<file path="src/rtl/avg_gate_seq_pkg.sv">
`timescale 1ns/1ps
package avg_gate_seq_pkg;

   // Switching phase of the sequencer.
   typedef enum logic [1:0] {
      PH_IDLE = 2'd0,
      PH_ON   = 2'd1,
      PH_OFF  = 2'd2,
      PH_SKIP = 2'd3
   } phase_e;

endpackage

</file>
<file path="src/rtl/avg_gate_seq_duty_cap.sv">
`timescale 1ns/1ps
// Longest allowed on-count for a given off-count: off * NUM / DEN, saturated.
module avg_gate_seq_duty_cap #(
   parameter int CNT_W = 16,
   parameter int NUM   = 17,
   parameter int DEN   = 3
) (
   input  logic [CNT_W-1:0] off_len_i,
   output logic [CNT_W-1:0] on_max_o
);
   localparam int NUM_W    = $clog2(NUM + 1);
   localparam int PROD_W   = CNT_W + NUM_W;
   localparam bit DEN_POW2 = ((DEN & (DEN - 1)) == 0);
   localparam int DEN_SH   = $clog2(DEN);

   logic [CNT_W-1:0]  off_eff;
   logic [PROD_W-1:0] prod;
   logic [PROD_W-1:0] quo;

   always_comb off_eff = (off_len_i == '0) ? CNT_W'(1) : off_len_i;
   assign prod = PROD_W'(off_eff) * PROD_W'(NUM);

   generate
      if (DEN_POW2) begin : g_shift
         assign quo = prod >> DEN_SH;
      end else begin : g_div
         assign quo = prod / PROD_W'(DEN);
      end
   endgenerate

   assign on_max_o = (quo > PROD_W'({CNT_W{1'b1}})) ? {CNT_W{1'b1}} : quo[CNT_W-1:0];
endmodule

</file>
<file path="src/rtl/avg_gate_seq_ontime_law.sv">
`timescale 1ns/1ps
// Averaging law: extension = (t1 + prev) / 2, end point = t1 + extension (saturated).
module avg_gate_seq_ontime_law #(
   parameter int CNT_W = 16
) (
   input  logic [CNT_W-1:0] t1_i,
   input  logic [CNT_W-1:0] prev_i,
   input  logic             prev_ok_i,
   output logic [CNT_W-1:0] t2_o,
   output logic [CNT_W-1:0] end_o
);
   logic [CNT_W:0] pair_sum;
   logic [CNT_W:0] stretch;

   always_comb begin
      pair_sum = {1'b0, t1_i} + {1'b0, (prev_ok_i ? prev_i : t1_i)};
      t2_o     = CNT_W'(pair_sum >> 1);
      stretch  = {1'b0, t1_i} + {1'b0, t2_o};
      end_o    = stretch[CNT_W] ? {CNT_W{1'b1}} : stretch[CNT_W-1:0];
   end
endmodule

</file>
<file path="src/rtl/avg_gate_seq_phase_timer.sv">
`timescale 1ns/1ps
// Saturating phase-length counter; done on the last cycle of a limit-long phase.
module avg_gate_seq_phase_timer #(
   parameter int CNT_W = 16
) (
   input  logic             clk_i,
   input  logic             rst_ni,
   input  logic             clear_i,
   input  logic             run_i,
   input  logic [CNT_W-1:0] limit_i,
   output logic             done_o
);
   logic [CNT_W-1:0] ticks_q;
   logic [CNT_W-1:0] lim_eff;

   always_comb lim_eff = (limit_i == '0) ? CNT_W'(1) : limit_i;

   always_ff @(posedge clk_i or negedge rst_ni) begin
      if (!rst_ni)                          ticks_q <= '0;
      else if (clear_i)                     ticks_q <= '0;
      else if (run_i && (ticks_q != '1))    ticks_q <= ticks_q + 1'b1;
   end

   assign done_o = (({1'b0, ticks_q} + (CNT_W+1)'(1)) >= {1'b0, lim_eff});

   // a running phase never outlasts its programmed length (limit held constant).
   a_r2_r6_tick_bound: assert property (@(posedge clk_i) disable iff (!rst_ni)
      (run_i && !clear_i) |-> (ticks_q < lim_eff));
endmodule

</file>
<file path="src/rtl/avg_gate_seq.sv">
`timescale 1ns/1ps
module avg_gate_seq
   import avg_gate_seq_pkg::*;
#(
   parameter int CNT_W    = 16,
   parameter int BLANK_W  = 8,
   parameter int DUTY_NUM = 17,
   parameter int DUTY_DEN = 3
) (
   input  logic               clk_i,
   input  logic               rst_ni,
   input  logic               sense_i,
   input  logic               ilim_i,
   input  logic               dim_en_i,
   input  logic               uv_ok_i,
   input  logic [CNT_W-1:0]   off_len_i,
   input  logic [BLANK_W-1:0] blank_len_i,
   input  logic [CNT_W-1:0]   skip_len_i,
   output logic               gate_o,
   output logic               skip_o,
   output logic [CNT_W-1:0]   t1_o
);
   // Elaboration-time parameter checks.
   generate
      if (CNT_W < 4) begin : g_bad_cnt_w
         $error("avg_gate_seq: CNT_W must be at least 4");
      end
      if (BLANK_W > CNT_W) begin : g_bad_blank_w
         $error("avg_gate_seq: BLANK_W must not exceed CNT_W");
      end
      if ((DUTY_DEN < 1) || (DUTY_NUM <= DUTY_DEN)) begin : g_bad_duty
         $error("avg_gate_seq: duty ratio NUM/DEN must exceed 1");
      end
   endgenerate

   phase_e           ph_q, ph_d;
   logic [CNT_W-1:0] on_cnt_q, goal_q, t1_q;
   logic [CNT_W-1:0] on_max, law_t2, law_end;
   logic             crossed_q, prev_ok_q;
   logic             run_ok, blanking, sense_hit, lim_hit, end_now, rec_en, enter_on;
   logic             off_done, skip_done;

   assign run_ok    = dim_en_i & uv_ok_i;
   assign blanking  = (on_cnt_q <= CNT_W'(blank_len_i));
   assign sense_hit = (ph_q == PH_ON) & ~crossed_q & ~blanking & sense_i;
   assign lim_hit   = (ph_q == PH_ON) & ~blanking & ilim_i;

   avg_gate_seq_duty_cap #(.CNT_W(CNT_W), .NUM(DUTY_NUM), .DEN(DUTY_DEN)) u_cap (
      .off_len_i (off_len_i),
      .on_max_o  (on_max)
   );

   avg_gate_seq_ontime_law #(.CNT_W(CNT_W)) u_law (
      .t1_i      (on_cnt_q),
      .prev_i    (t1_q),
      .prev_ok_i (prev_ok_q),
      .t2_o      (law_t2),
      .end_o     (law_end)
   );

   avg_gate_seq_phase_timer #(.CNT_W(CNT_W)) u_off_tmr (
      .clk_i   (clk_i),
      .rst_ni  (rst_ni),
      .clear_i ((ph_d == PH_OFF) && (ph_q != PH_OFF)),
      .run_i   (ph_q == PH_OFF),
      .limit_i (off_len_i),
      .done_o  (off_done)
   );

   avg_gate_seq_phase_timer #(.CNT_W(CNT_W)) u_skip_tmr (
      .clk_i   (clk_i),
      .rst_ni  (rst_ni),
      .clear_i ((ph_d == PH_SKIP) && (ph_q != PH_SKIP)),
      .run_i   (ph_q == PH_SKIP),
      .limit_i (skip_len_i),
      .done_o  (skip_done)
   );

   // The extension is consumed only through the end point; keep it visible for checks.
   logic t2_nonzero;
   assign t2_nonzero = |law_t2;

   assign end_now = (on_cnt_q >= on_max)
                  | (crossed_q & (on_cnt_q >= goal_q))
                  | (sense_hit & (on_cnt_q >= law_end));

   always_comb begin
      ph_d = ph_q;
      unique case (ph_q)
         PH_IDLE: if (run_ok)    ph_d = PH_ON;
         PH_ON:   if (lim_hit)   ph_d = PH_SKIP;
                  else if (end_now) ph_d = PH_OFF;
         PH_OFF:  if (off_done)  ph_d = PH_ON;
         PH_SKIP: if (skip_done) ph_d = PH_ON;
         default: ph_d = PH_IDLE;
      endcase
      if (!run_ok) ph_d = PH_IDLE;
   end

   assign enter_on = (ph_d == PH_ON) && (ph_q != PH_ON);
   assign rec_en   = (ph_q == PH_ON) && run_ok && !lim_hit
                   && (sense_hit || (end_now && !crossed_q));

   always_ff @(posedge clk_i or negedge rst_ni) begin
      if (!rst_ni) begin
         ph_q      <= PH_IDLE;
         on_cnt_q  <= '0;
         crossed_q <= 1'b0;
         goal_q    <= '0;
         t1_q      <= '0;
         prev_ok_q <= 1'b0;
      end else begin
         ph_q <= ph_d;
         if (enter_on)                                 on_cnt_q <= CNT_W'(1);
         else if ((ph_q == PH_ON) && (on_cnt_q != '1)) on_cnt_q <= on_cnt_q + 1'b1;
         if (enter_on)       crossed_q <= 1'b0;
         else if (sense_hit) crossed_q <= 1'b1;
         if (sense_hit) goal_q <= law_end;
         if (rec_en)    t1_q   <= on_cnt_q;
         if ((ph_d == PH_IDLE) || (ph_d == PH_SKIP)) prev_ok_q <= 1'b0;
         else if (rec_en)                            prev_ok_q <= 1'b1;
      end
   end

   assign gate_o = (ph_q == PH_ON) & run_ok & ~(ilim_i & ~blanking);
   assign skip_o = (ph_q == PH_SKIP);
   assign t1_o   = t1_q;

   // a low dim enable always leaves the controller idle on the next cycle.
   a_r5_dim_forces_idle: assert property (@(posedge clk_i) disable iff (!rst_ni)
      !dim_en_i |=> (ph_q == PH_IDLE));
   // a supply fault keeps the gate low on the following cycle.
   a_r7_uv_blocks_gate: assert property (@(posedge clk_i) disable iff (!rst_ni)
      !uv_ok_i |=> !gate_o);
   // the on-count stays within the duty cap.
   a_r4_on_within_cap: assert property (@(posedge clk_i) disable iff (!rst_ni)
      (ph_q == PH_ON) |-> (on_cnt_q <= on_max));
   // a skip only begins after a current-limit flag.
   a_r6_skip_from_limit: assert property (@(posedge clk_i) disable iff (!rst_ni)
      $rose(skip_o) |-> $past(ilim_i));
   // once crossed, the on-phase holds until the averaged end point.
   a_r1_hold_until_goal: assert property (@(posedge clk_i) disable iff (!rst_ni)
      ((ph_q == PH_ON) && crossed_q && (on_cnt_q < goal_q) && (on_cnt_q < on_max)
       && run_ok && !ilim_i) |=> (ph_q == PH_ON));
   // the extension after a crossing is never zero.
   a_r1_extension_nonzero: assert property (@(posedge clk_i) disable iff (!rst_ni)
      sense_hit |-> t2_nonzero);
   // blanking keeps the on-phase alive regardless of the flags.
   a_r3_blank_keeps_on: assert property (@(posedge clk_i) disable iff (!rst_ni)
      ((ph_q == PH_ON) && blanking && run_ok && (on_cnt_q < on_max)) |=> (ph_q == PH_ON));
   // the reported T1 changes only while the gate phase is active.
   a_r10_t1_held: assert property (@(posedge clk_i) disable iff (!rst_ni)
      (ph_q != PH_ON) |=> $stable(t1_o));
endmodule

</file>
<file path="config.mk">
export PLATFORM = sky130hd
export DESIGN_NAME = avg_gate_seq
export DESIGN_NICKNAME = d
export VERILOG_FILES = /design/src/rtl/avg_gate_seq_pkg.sv /design/src/rtl/avg_gate_seq_duty_cap.sv /design/src/rtl/avg_gate_seq_ontime_law.sv /design/src/rtl/avg_gate_seq_phase_timer.sv /design/src/rtl/avg_gate_seq.sv
export SDC_FILE = /design/constraint.sdc
export NUM_CORES = 1
export LEC_CHECK = 0
export BUFFER_PORTS_ARGS = -buffer_cell sky130_fd_sc_hd__buf_2
export CORE_AREA = 2 2 126 250
export DETAILED_ROUTE_END_ITERATION = 12
export DIE_AREA = 0 0 128 252
export PLACE_DENSITY_LB_ADDON = 0.2
export REMOVE_ABC_BUFFERS = 1
export SLEW_MARGIN = 15
export SYNTH_ARGS = -nofsm -noshare
export SYNTH_HDL_FRONTEND = slang
export SYNTH_SLANG_ARGS = --single-unit
</file>
<file path="constraint.sdc">
create_clock -name clk_i -period 9.5 [get_ports clk_i]
set_input_delay 0 -clock clk_i [delete_from_list [all_inputs] [get_ports clk_i]]
set_output_delay 0 -clock clk_i [all_outputs]
set_load 0.1 [all_outputs]
</file>
### Yosys cells after proc, flatten, opt, wreduce, memory -nomap -nowiden

Index checks and enable logic that the tools add are counted.

* register bits: 84
* input bits: 46
* output and inout bits: 18
* word-level logic and storage cells: 96

* add/subtract/negate cells: 7
* multipliers: 1
* div/mod/pow operators: 1
* order comparisons: 7
* equality and inequality tests: 12
* muxes and demuxes: 21
* bitwise gates (word level): 16
* reductions and logical operators: 23

Operator list (count)
* $mux 16: 11
* $add 16x1->16 const B: 3
* $ge 16x16->1: 3
* $ne 16x16->1 const B: 3
* $add 16x1->17 const B: 2
* $add 16x16->17: 2
* $ge 17x16->1: 2
* $logic_not 16->1: 2
* $div 21x2->21 const B: 1
* $gt 21x16->1 const B: 1
* $mul 16x5->21 const B: 1
* $le 16x8->1: 1
* $and 1x1->1: 11
* $logic_and 1x1->1: 10
* $mux 2: 5
* $reduce_bool 2->1: 5
* $eq 2x2->1 const B: 4
* $pmux 2 s4: 1
* $eq 2x1->1 const B: 2
* $logic_not 2->1: 2
* $mux 1: 4
* $ne 2x2->1 const B: 2
* $not 1->1: 3
* $logic_not 1->1: 2
* 3 further kinds: 5

### Longest topological paths before layout

Gate-level depths: netlist of the first run.

* depth after elaboration: 16
* mapped depth: 65
* depth with buffers taken out: 61

### Modules after synthesis

From an unflattened synthesis of the first run, not the netlist that was laid out.

* cells, all modules: 1436
* area, all modules: 11504.8 um^2

Modules (own cells, without submodules)
* avg_gate_seq: instances 1, cells each 398, area each 3726.1 um^2, sequential area each 1301.2 um^2
* avg_gate_seq_duty_cap: instances 1, cells each 465, area each 3072.9 um^2, sequential area each 0.0 um^2
* avg_gate_seq_ontime_law: instances 1, cells each 233, area each 1765.4 um^2, sequential area each 0.0 um^2
* avg_gate_seq_phase_timer at u_skip_tmr: instances 1, cells each 170, area each 1475.2 um^2, sequential area each 400.4 um^2
* avg_gate_seq_phase_timer at u_off_tmr: instances 1, cells each 170, area each 1465.2 um^2, sequential area each 400.4 um^2

### Worst setup path before layout of the first run

OpenSTA, ideal clock, no wires.

* path type: input port to flip-flop
* start: input port off_len_i[3]
* end: register u_off_tmr.ticks_q[10]
* library setup time: 0.065 ns
* data arrival time: 10.944 ns
* required time: 9.435 ns
* slack: -1.509 ns
* stages: 60
* path buffers: 4
* path through: clkbuf_1 nor4_1 a41o_1 ha_1 ha_1 fa_1 a211oi_2 o21ai_2 a2111o_1 and4_4 o21a_1 mux2i_2 o32ai_2 or4_4 mux2_2 a31oi_2 a21oi_2 mux2_2 (+24 left out) a21oi_1 nor2b_1 o21ai_0 nand2b_1 a21o_1 a21o_1 a21o_1 a21o_1 a21o_1 a21oi_1 o311a_1 a21oi_1 o21a_1 ha_1 a21boi_1 clkbuf_1 nand2_1 nand2_1

* longest elaborated chain between the ends: 16
* elaborated cells on any way between the ends: 19
* classes of those cells: mul (1); div (1); order compare (3); eq/ne (1); mux (8); bitwise (2); reduce/logical (3)

RTL lines
* from (decl): line avg_gate_seq.sv:16 `input logic [CNT_W-1:0] off_len_i,`
* $logic_not 16->1: line avg_gate_seq_duty_cap.sv:20, avg_gate_seq_phase_timer.sv:16
* $mux 16 (*): line avg_gate_seq_duty_cap.sv:20, avg_gate_seq_phase_timer.sv:16
* $mul 16x5->21: line avg_gate_seq_duty_cap.sv:21 `assign prod = PROD_W'(off_eff) * PROD_W'(NUM);`
* $div 21x2->21: line avg_gate_seq_duty_cap.sv:27 `assign quo = prod / PROD_W'(DEN);`
* $gt 21x16->1: line avg_gate_seq_duty_cap.sv:31 `assign on_max_o = (quo > PROD_W'({CNT_W{1'b1}})) ? {CNT_W{1'b1}} : quo[CNT_W-1:0];`
* $mux 16: line avg_gate_seq_duty_cap.sv:31
* $ge 16x16->1: line avg_gate_seq.sv:83 `assign end_now = (on_cnt_q >= on_max)`
* $or 1x1->1: line avg_gate_seq.sv:84 `| (crossed_q & (on_cnt_q >= goal_q))`
* $or 1x1->1: line avg_gate_seq.sv:85 `| (sense_hit & (on_cnt_q >= law_end));`
* $mux 2: line avg_gate_seq.sv:92 `else if (end_now) ph_d = PH_OFF;`
* $mux 2: line avg_gate_seq.sv:91 `PH_ON: if (lim_hit) ph_d = PH_SKIP;`
* $pmux 2 s4 (*): line avg_gate_seq.sv:89 `unique case (ph_q)`
* $mux 2 (*): line avg_gate_seq.sv:97 `if (!run_ok) ph_d = PH_IDLE;`
* named net ph_d[1]: line avg_gate_seq.sv:36 `phase_e ph_q, ph_d;`
* $eq 2x2->1 (*): line avg_gate_seq.sv:64 `.clear_i ((ph_d == PH_OFF) && (ph_q != PH_OFF)),`
* $logic_and 1x1->1 (*): line avg_gate_seq.sv:64
* $mux 16 / $reduce_bool 2->1 (equally long branches)
* to (signal assigned): line avg_gate_seq_phase_timer.sv:21 `else if (run_i && (ticks_q != '1)) ticks_q <= ticks_q + 1'b1;`
* to (decl): line avg_gate_seq_phase_timer.sv:13 `logic [CNT_W-1:0] ticks_q;`

Mark *: on every way through the listed nets, which the timed path passes. The rest lies on a longest branch.
A chain may end at the register's enable or synchronous reset.

### Worst setup path in the final report of the first run

* start: input port off_len_i[2]
* end: register u_off_tmr.ticks_q[12]

The elaborated chain is that of the path after synthesis.

==> results of run 1 <==
cell families (layout without fill, tap and decap cells):
kind of cell               count (synthesis)  after routing
adders and majority gates                152            152
muxes                                     46             46
AOI/OAI and AO/OA                        340            340
xor gates and xnor gates                  92             92
and+or+nand+nor                          466            466
buffers and inverters                    143            341
DFF                                       84             84
worst paths after layout:
path | start | end | slack [ns] | cells after the start
setup reg to reg | prev_ok_q | u_off_tmr.ticks_q[12] | 1.54 | 43
max in group asynchronous | rst_ni | on_cnt_q[11] | 8.24 | 3
hold reg to reg | goal_q[10] | goal_q[10] | 0.48 | 2
setup / recovery | off_len_i[2] | u_off_tmr.ticks_q[12] | -0.74 | 63
min in group clk_i | uv_ok_i | prev_ok_q | 0.13 | 5
hold / removal | rst_ni | t1_o[0] | 0.03 | 2
synth_stat cells (33+ instances only):
master,n
sky130_fd_sc_hd__mux2_2,35
sky130_fd_sc_hd__clkbuf_1,44
sky130_fd_sc_hd__a21oi_1,84
sky130_fd_sc_hd__inv_1,83
sky130_fd_sc_hd__nand3_1,51
sky130_fd_sc_hd__xor2_1,37
sky130_fd_sc_hd__xnor2_1,55
sky130_fd_sc_hd__nor2_1,110
sky130_fd_sc_hd__nand2_1,142
sky130_fd_sc_hd__a21o_1,33
sky130_fd_sc_hd__ha_1,149
sky130_fd_sc_hd__dfrtp_1,84
sky130_fd_sc_hd__o21ai_0,78
cells in the final DEF (no fill, tap or decap), types with 10 or more instances in the layout:
cell type / count
sky130_fd_sc_hd__nor2_1: 103
sky130_fd_sc_hd__dfrtp_1: 84
sky130_fd_sc_hd__nor3_1: 19
sky130_fd_sc_hd__mux2_2: 33
sky130_fd_sc_hd__buf_2: 49
sky130_fd_sc_hd__nand2b_1: 30
sky130_fd_sc_hd__o21bai_1: 23
sky130_fd_sc_hd__xor2_1: 37
sky130_fd_sc_hd__inv_1: 83
sky130_fd_sc_hd__nor4_1: 10
sky130_fd_sc_hd__a21o_1: 33
sky130_fd_sc_hd__ha_1: 143
sky130_fd_sc_hd__nand3_1: 49
sky130_fd_sc_hd__buf_6: 18
sky130_fd_sc_hd__nand2_1: 136
sky130_fd_sc_hd__o21ai_1: 13
sky130_fd_sc_hd__a31oi_1: 14
sky130_fd_sc_hd__nand4_1: 19
sky130_fd_sc_hd__a21oi_1: 77
sky130_fd_sc_hd__nor2b_1: 18
sky130_fd_sc_hd__o21ai_0: 67
sky130_fd_sc_hd__buf_4: 167
sky130_fd_sc_hd__and3_1: 14
sky130_fd_sc_hd__xnor2_1: 54
critical path: cells and delay by family:
kind / cells / cell delay [ns]
and+or+nand+nor: 12 / 1.34
adders and majority gates: 6 / 1.51
muxes: 2 / 0.49
xor gates and xnor gates: 1 / 0.07
buffers and inverters: 7 / 1.05
AOI/OAI and AO/OA: 35 / 6.00
where the power goes:
part / internal [mW] / switching (mW)
logic: 0.968 / 1.08
clock network: 0.236 / 0.168
registers: 0.451 / 0.116
final cells by class:
class | count | share of cell area
clock buffer | 9 | 0.01694
clock inverter | 7 | 0.007906
inverter | 85 | 0.02400
multi-input combinational | 1096 | 0.6229
sequential | 84 | 0.1581
tap | 368 | 0.03464
timing repair buffer | 240 | 0.1355
registers in the layout, indices dropped and copies added (netlist names):
signal / flops
u_skip_tmr.ticks_q: 16
crossed_q: 1
prev_ok_q: 1
on_cnt_q: 16
goal_q: 16
u_off_tmr.ticks_q: 16
ph_q: 2
t1_o: 16
through the flow:
stage	setup WS, ns	setup TNS, ns	hold WS, ns	instances
global route	-1.381	-81.29	0.03936	1889
finish	-0.7448	-38.55	0.02784	1889
floorplan	-2.080	-113.28	-0.2956	1265
global placement	-1.922	-118.75	-0.1494	1850
detailed placement	-2.026	-122.32	-0.1442	1850
CTS	-0.6293	-32.84	0.03068	1884
layer usage:
layer | wire length, um | track usage
met5 | 0 | 0
met4 | 1118 | 0.07881
met3 | 577 | 0.01612
met2 | 17310 | 0.3876
met1 | 12310 | 0.2119
what timing repair did:
| item | 4_1_cts | 5_1_grt |
|---|---|---|
| hold buffers | 1 | 0 |
| hold endpoints to repair | 9 | 0 |
| setup buffers | 18 | 5 |
| setup endpoints to repair | 68 | 68 |
| pin swaps | 79 | 32 |
| resized for setup | 104 | 26 |
| cloned | 1 | 0 |
==> summary.txt, run 1 <==
Synthesis
  – Post-Synthesis Cell Area: about 10000 um^2
  – Simple-Gate Fraction of Synth Area: 0.2141
  – Post-synthesis adder-cell area fraction: 0.1834
  – Library cell with the largest summed area after synthesis: sky130_fd_sc_hd__dfrtp_1
  – Area share of xor/xnor cells in the synthesized design: 0.07681
  – Largest cells by area after synthesis: sky130_fd_sc_hd__dfrtp_1 (20%), sky130_fd_sc_hd__ha_1 (18%), sky130_fd_sc_hd__nand2_1 (5.1%), sky130_fd_sc_hd__xnor2_1 (4.6%), sky130_fd_sc_hd__a21oi_1 (4.0%)
  – Total of flip-flops plus latches after synthesis: 84
  – Warning count from the yosys run: 0
  – Area share of the largest cell type after synthesis: 0.2004
  – Sequential fraction of the synthesis area: 0.2004
  – Number of flops mapped to enable cells by yosys: 0
  – Post-synthesis cell count: 1323
  – Mux share of post-synthesis cell area: 0.05081
  – Mean cell area of the mapped netlist: roughly 7.9 um^2
  – Commonest register cell after synthesis: sky130_fd_sc_hd__dfrtp_1
  – Dominant combinational cell family by area after synthesis: compound AO/OA/AOI/OAI gates
  – Number of library cell types mapped by synthesis: 94
  – Synthesized-area fraction occupied by ao, oa, aoi and oai cells: 0.2199
  – Async set or reset register ratio after synthesis: 1.000

Drt
  – Count of routing violations after the opening detailed-route iteration: between 400 and 500
  – Number of routed nets with antenna violations: 0
  – Final routed wire length divided by cell count: 16.58 um
  – Total wire length after detailed routing: 31320 um
  – Initial DRT Pass Iterations: 5
  – Mean number of vias per cell: 5.404
  – Vias after detailed routing: 10210
  – DRC Markers: 0

GRT
  – Maximum number of pins on one net before global-route repair: 76
  – Global routing usage summed across all routing layers: 0.1973
  – Wire length of the first global-routing pass: around 50000 um
  – Antenna violations before repair: 0
  – Total gr overflow: 0
  – Via count of the first global-routing pass: 10370

Place
  – Gp weighted congestion: 0.9406
  – Post-detail-place hpwl: 24850 um
  – Post-DP Area: 12210 um^2
  – Buffers on Ports: 63

Layout
  – Share of post-route cells with drive strength above 1: 0.2590
  – Final standard cell utilization of the core: 0.4405
  – Syn-to-layout area delta: 26.73%
  – Fill cell instance count of the final layout: 3058
  – Number of nets in the finished design: 1714
  – Number of inserted diodes: 0
  – Area occupied by registers: 2102 um^2
  – Final std cell area, no fill: 13290 um^2
  – Area of combinational cells with multiple inputs: 8280 um^2

Setup path
  – Setup crit start kind: primary input
  – Most numerous cell on the critical path: sky130_fd_sc_hd__a21o_1
  – Cell with the biggest individual delay on the critical path: sky130_fd_sc_hd__a2111o_1
  – Arrival time of data at the critical path endpoint: about 10 ns
  – Worst Path Max Fanout: 8
  – Worst Setup Path Type: in2reg
  – CP endpoint kind: flop
  – Required time reported for the critical path endpoint: 9.74 ns
  – Maximum single-stage delay on the critical path: between 0.4 and 0.5 ns

STA
  – Slew Viols, Final: 0
  – Slew HR: 0.3204
  – Actual slew at the worst max-slew pin: 1.019 ns
  – Final critical-path share of the clock period: 1.078
  – Unrepaired setup endpoints after global routing: yes
  – Final setup violation count: 68
  – Min Tclk post-route: 10.24 ns
  – Crit path setup slack, layout: -0.7448 ns
  – Maximum operating frequency: 97.61 MHz
  – Layout Skew: 0.007212 ns
  – Final Hold Fails: 0

Power
  – Largest voltage drop on the vdd net: 0.00009913 V
  – Power density normalized to cell area: around 230 nW/um^2
  – Pleak: 6.396 nW
  – Overall power consumption: 3.022 mW

Floorplanning
  – Std cell rows: 90
  – I/O pin count: 64
  – Floorplan die height: between 200 and 300 um
  – Horizontal extent of the die: 128 um
  – Die ar.: 32260 um^2
  – Starting utilization of the core area: 0.3476
  – Std-Cell Core Area: 30180 um^2

CTS
  – CTS buffer count: 9
  – Root buffer selected by CTS: sky130_fd_sc_hd__clkbuf_16
  – Total number of H-tree levels: 3
  – Clock Latency Late Sink: 0.35 ns
  – Clock tree from TritonCTS: built
  – Number of buffers between clock root and the deepest sink: 2
  – Clock sink count: 84
  – Clock slew at the register clock pins of the worst setup and hold paths: 0.07 ns

Run status
  – Outcome: finished, violations left
  – Failing checks: negative setup slack

Hold path
  – Worst hold path type: in2async

Flow run
  – Max-Cap Viols: 0
Power figures use the tool's default switching activity.
==> run 2, diff against run 1 <==
--- a/config.mk
+++ b/config.mk
@@ -6,9 +6,9 @@
 export NUM_CORES = 1
 export LEC_CHECK = 0
 export BUFFER_PORTS_ARGS = -buffer_cell sky130_fd_sc_hd__buf_2
-export CORE_AREA = 2 2 126 250
+export CORE_AREA = 2 2 136 270
 export DETAILED_ROUTE_END_ITERATION = 12
-export DIE_AREA = 0 0 128 252
+export DIE_AREA = 0 0 138 272
 export PLACE_DENSITY_LB_ADDON = 0.2
 export REMOVE_ABC_BUFFERS = 1
 export SLEW_MARGIN = 15
==> summary.txt, run 2 (same netlist as run 1, synthesis figures left out) <==
Layout
  – Fill cell instance count of the final layout: 3754 (+23%)
  – Number of inserted diodes: 0 (unchanged)
  – Most frequent cells in the layout: sky130_fd_sc_hd__buf_4 (177), sky130_fd_sc_hd__ha_1 (141), sky130_fd_sc_hd__nand2_1 (136), sky130_fd_sc_hd__nor2_1 (105), sky130_fd_sc_hd__dfrtp_1 (84)
  – Share of post-route cells with drive strength above 1: 0.2747 (+0.01570)
  – Syn-to-layout area delta: 30.27%
  – Number of nets in the finished design: 1729 (+0.88%)
  – Final standard cell utilization of the core: 0.3843 (-0.05620)
  – Leading cell type in the layout, fill and taps excluded: sky130_fd_sc_hd__buf_4

Drt
  – Initial DRT Pass Iterations: 5 (unchanged)
  – DRC Markers: 0 (unchanged)
  – Total wire length after detailed routing: 32740 um (+4.5%)
  – Final routed wire length divided by cell count: 16.49 um (-0.57%)
  – Vias after detailed routing: 10310 (+1.0%)
  – Count of routing violations after the opening detailed-route iteration: 413 (-13%)
  – Mean number of vias per cell: 5.191 (-3.9%)
  – Number of routed nets with antenna violations: 0 (unchanged)

Run status
  – Failing checks: negative setup slack
  – Outcome: finished, violations left

STA
  – Unrepaired setup endpoints after global routing: yes
  – Crit path setup slack, layout: -0.6680 ns (+0.07677 ns)
  – Final critical-path share of the clock period: 1.070 (-0.008081)
  – Layout Skew: 0.01030 ns (+0.003089 ns)
  – Final setup violation count: 68 (unchanged)
  – Final Hold Fails: 0 (unchanged)
  – Slew HR: 0.2883 (-0.03212)
  – Slew Viols, Final: 0 (unchanged)
  – Min Tclk post-route: 10.17 ns (-0.07677 ns)
  – Maximum operating frequency: 98.35 MHz (+0.76%)
  – Worst hold slack: 0.01866 ns (-0.009176 ns)
  – Actual slew at the worst max-slew pin: 1.063 ns (+0.04322 ns)

Flow run
  – Max-Cap Viols: 0 (unchanged)

Setup path
  – Origin of the critical flop-to-flop path: prev_ok_q
  – Worst Path Max Fanout: 7 (-1)
  – Setup crit start kind: primary input
  – First element of the critical path: off_len_i[11]
  – Maximum single-stage delay on the critical path: 0.55 ns (+0.12 ns)
  – RR Endpoint: crossed_q
  – CP endpoint kind: flop
  – Reg2reg setup slack: 1.50 ns (-0.04 ns)
  – Arrival time of data at the critical path endpoint: 10.39 ns (-0.10 ns)
  – Most numerous cell on the critical path: sky130_fd_sc_hd__a21o_1
  – Worst Setup Path Type: in2reg
  – Critical path destination: crossed_q
  – Required time reported for the critical path endpoint: 9.73 ns (about the same)
  – Cell with the biggest individual delay on the critical path: sky130_fd_sc_hd__or4_4
  – Cell depth of the worst flop-to-flop path: 38 (-12%)

Floorplanning
  – Std-Cell Core Area: 35560 um^2 (+18%)
  – Die ar.: 37540 um^2 (+16%)
  – Std cell rows: 98 (+8.9%)
  – Horizontal extent of the die: 138 um (+7.8%)
  – I/O pin count: 64 (unchanged)
  – Starting utilization of the core area: 0.2950 (-0.05259)
  – Floorplan die height: 272 um (+7.9%)

Power
  – Pleak: 6.481 nW (+1.3%)
  – Largest voltage drop on the vdd net: 0.0001147 V (+16%)
  – Overall power consumption: 3.064 mW (+1.4%)
  – Power density normalized to cell area: 224.2 nW/um^2 (-1.4%)

GRT
  – Antenna violations before repair: 0 (unchanged)
  – Via count of the first global-routing pass: 10570 (+1.9%)
  – Global routing usage summed across all routing layers: 0.1717 (-0.02561)
  – Total gr overflow: 0 (unchanged)
  – Wire length of the first global-routing pass: 52740 um (+2.4%)
  – Maximum number of pins on one net before global-route repair: 75 (-1.3%)

CTS
  – CTS buffer count: 9 (unchanged)
  – Clock tree from TritonCTS: built
  – Number of buffers between clock root and the deepest sink: 2 (unchanged)
  – Clock slew at the register clock pins of the worst setup and hold paths: 0.07 ns (about the same)
  – Clock sink count: 84 (unchanged)
  – Total number of H-tree levels: 3 (unchanged)
  – Root buffer selected by CTS: sky130_fd_sc_hd__clkbuf_16
  – Clock Latency Late Sink: 0.36 ns (about the same)

Place
  – Buffers on Ports: 63 (unchanged)
  – Worst Setup Slack post-DPL: -1.887 ns (+0.1397 ns)
  – Gp weighted congestion: 0.8666 (-7.9%)
  – Post-detail-place hpwl: 25980 um (+4.6%)

Hold path
  – Worst hold path type: in2async
run 2: worst min-delay path by stage:
stage	from	endpoint	slack [ns]	cells after the start
6_report	rst_ni	t1_o[1]	0.02	2
5_1_grt	rst_ni	t1_o[1]	0.02	2
4_1_cts	rst_ni	t1_o[1]	0.01	2
3_5_place_dp	rst_ni	u_skip_tmr.ticks_q[3]	-0.15	1
3_3_place_gp	rst_ni	u_skip_tmr.ticks_q[3]	-0.15	1
2_1_floorplan	rst_ni	crossed_q	-0.30	0
run 2: area by class of cell:
class                   count  area, um^2  share of cell area
clock buffers              10       229.0             0.01676
clock inverters             6       96.34            0.007050
inverters                  85       319.1             0.02335
multi-input cells        1096        8426              0.6166
flip-flops and latches     84        2102              0.1538
well taps                 450       563.0             0.04120
repair buffers            255        1931              0.1413
run 2: repair_timing:
item                                    in CTS  in global routing
setup buffers                               22                  6
cloned                                       1                  0
hold endpoints to repair                    10                  0
hold buffers                                 1                  0
pin swaps                                   83                 25
gates resized for setup                    106                 49
endpoints found under the setup margin      68                 68
run 2: report_power, final:
part	internal (mW)	switching [mW]	total, mW
combinational	0.988	1.10	2.09
sequential	0.451	0.122	0.573
clock	0.234	0.164	0.398
total	1.67	1.39	3.06
run 2: per-layer routing:
metal	GRT usage	vias to the layer above	wire length, um
met4	0.08351	0	1479
met2	0.3404	162	18240
met1	0.1764	4904	12340
met5	0	-	0
li1	-	5177	-
met3	0.01776	67	683
run 2: critical path, delay by kind of cell:
kind	cells	cell delay, ns
multiplexers	1	0.31
AND/OR/NAND/NOR	15	1.80
buffers and inverters	7	1.05
adder cells (fa/ha/maj)	6	1.44
AO/OA/AOI/OAI	32	5.77
run 2: metrics by stage:
| step | setup TNS [ns] | area [um^2] | cells |
|---|---|---|---|
| 2_1_floorplan | -113.28 | 10240 | 1265 |
| 3_3_place_gp | -111.09 | 12380 | 1943 |
| 3_5_place_dp | -116.64 | 12380 | 1943 |
| 4_1_cts | -34.36 | 13360 | 1980 |
| 5_1_grt | -78.62 | 13670 | 1986 |
| 6_report | -34.63 | 13670 | 1986 |
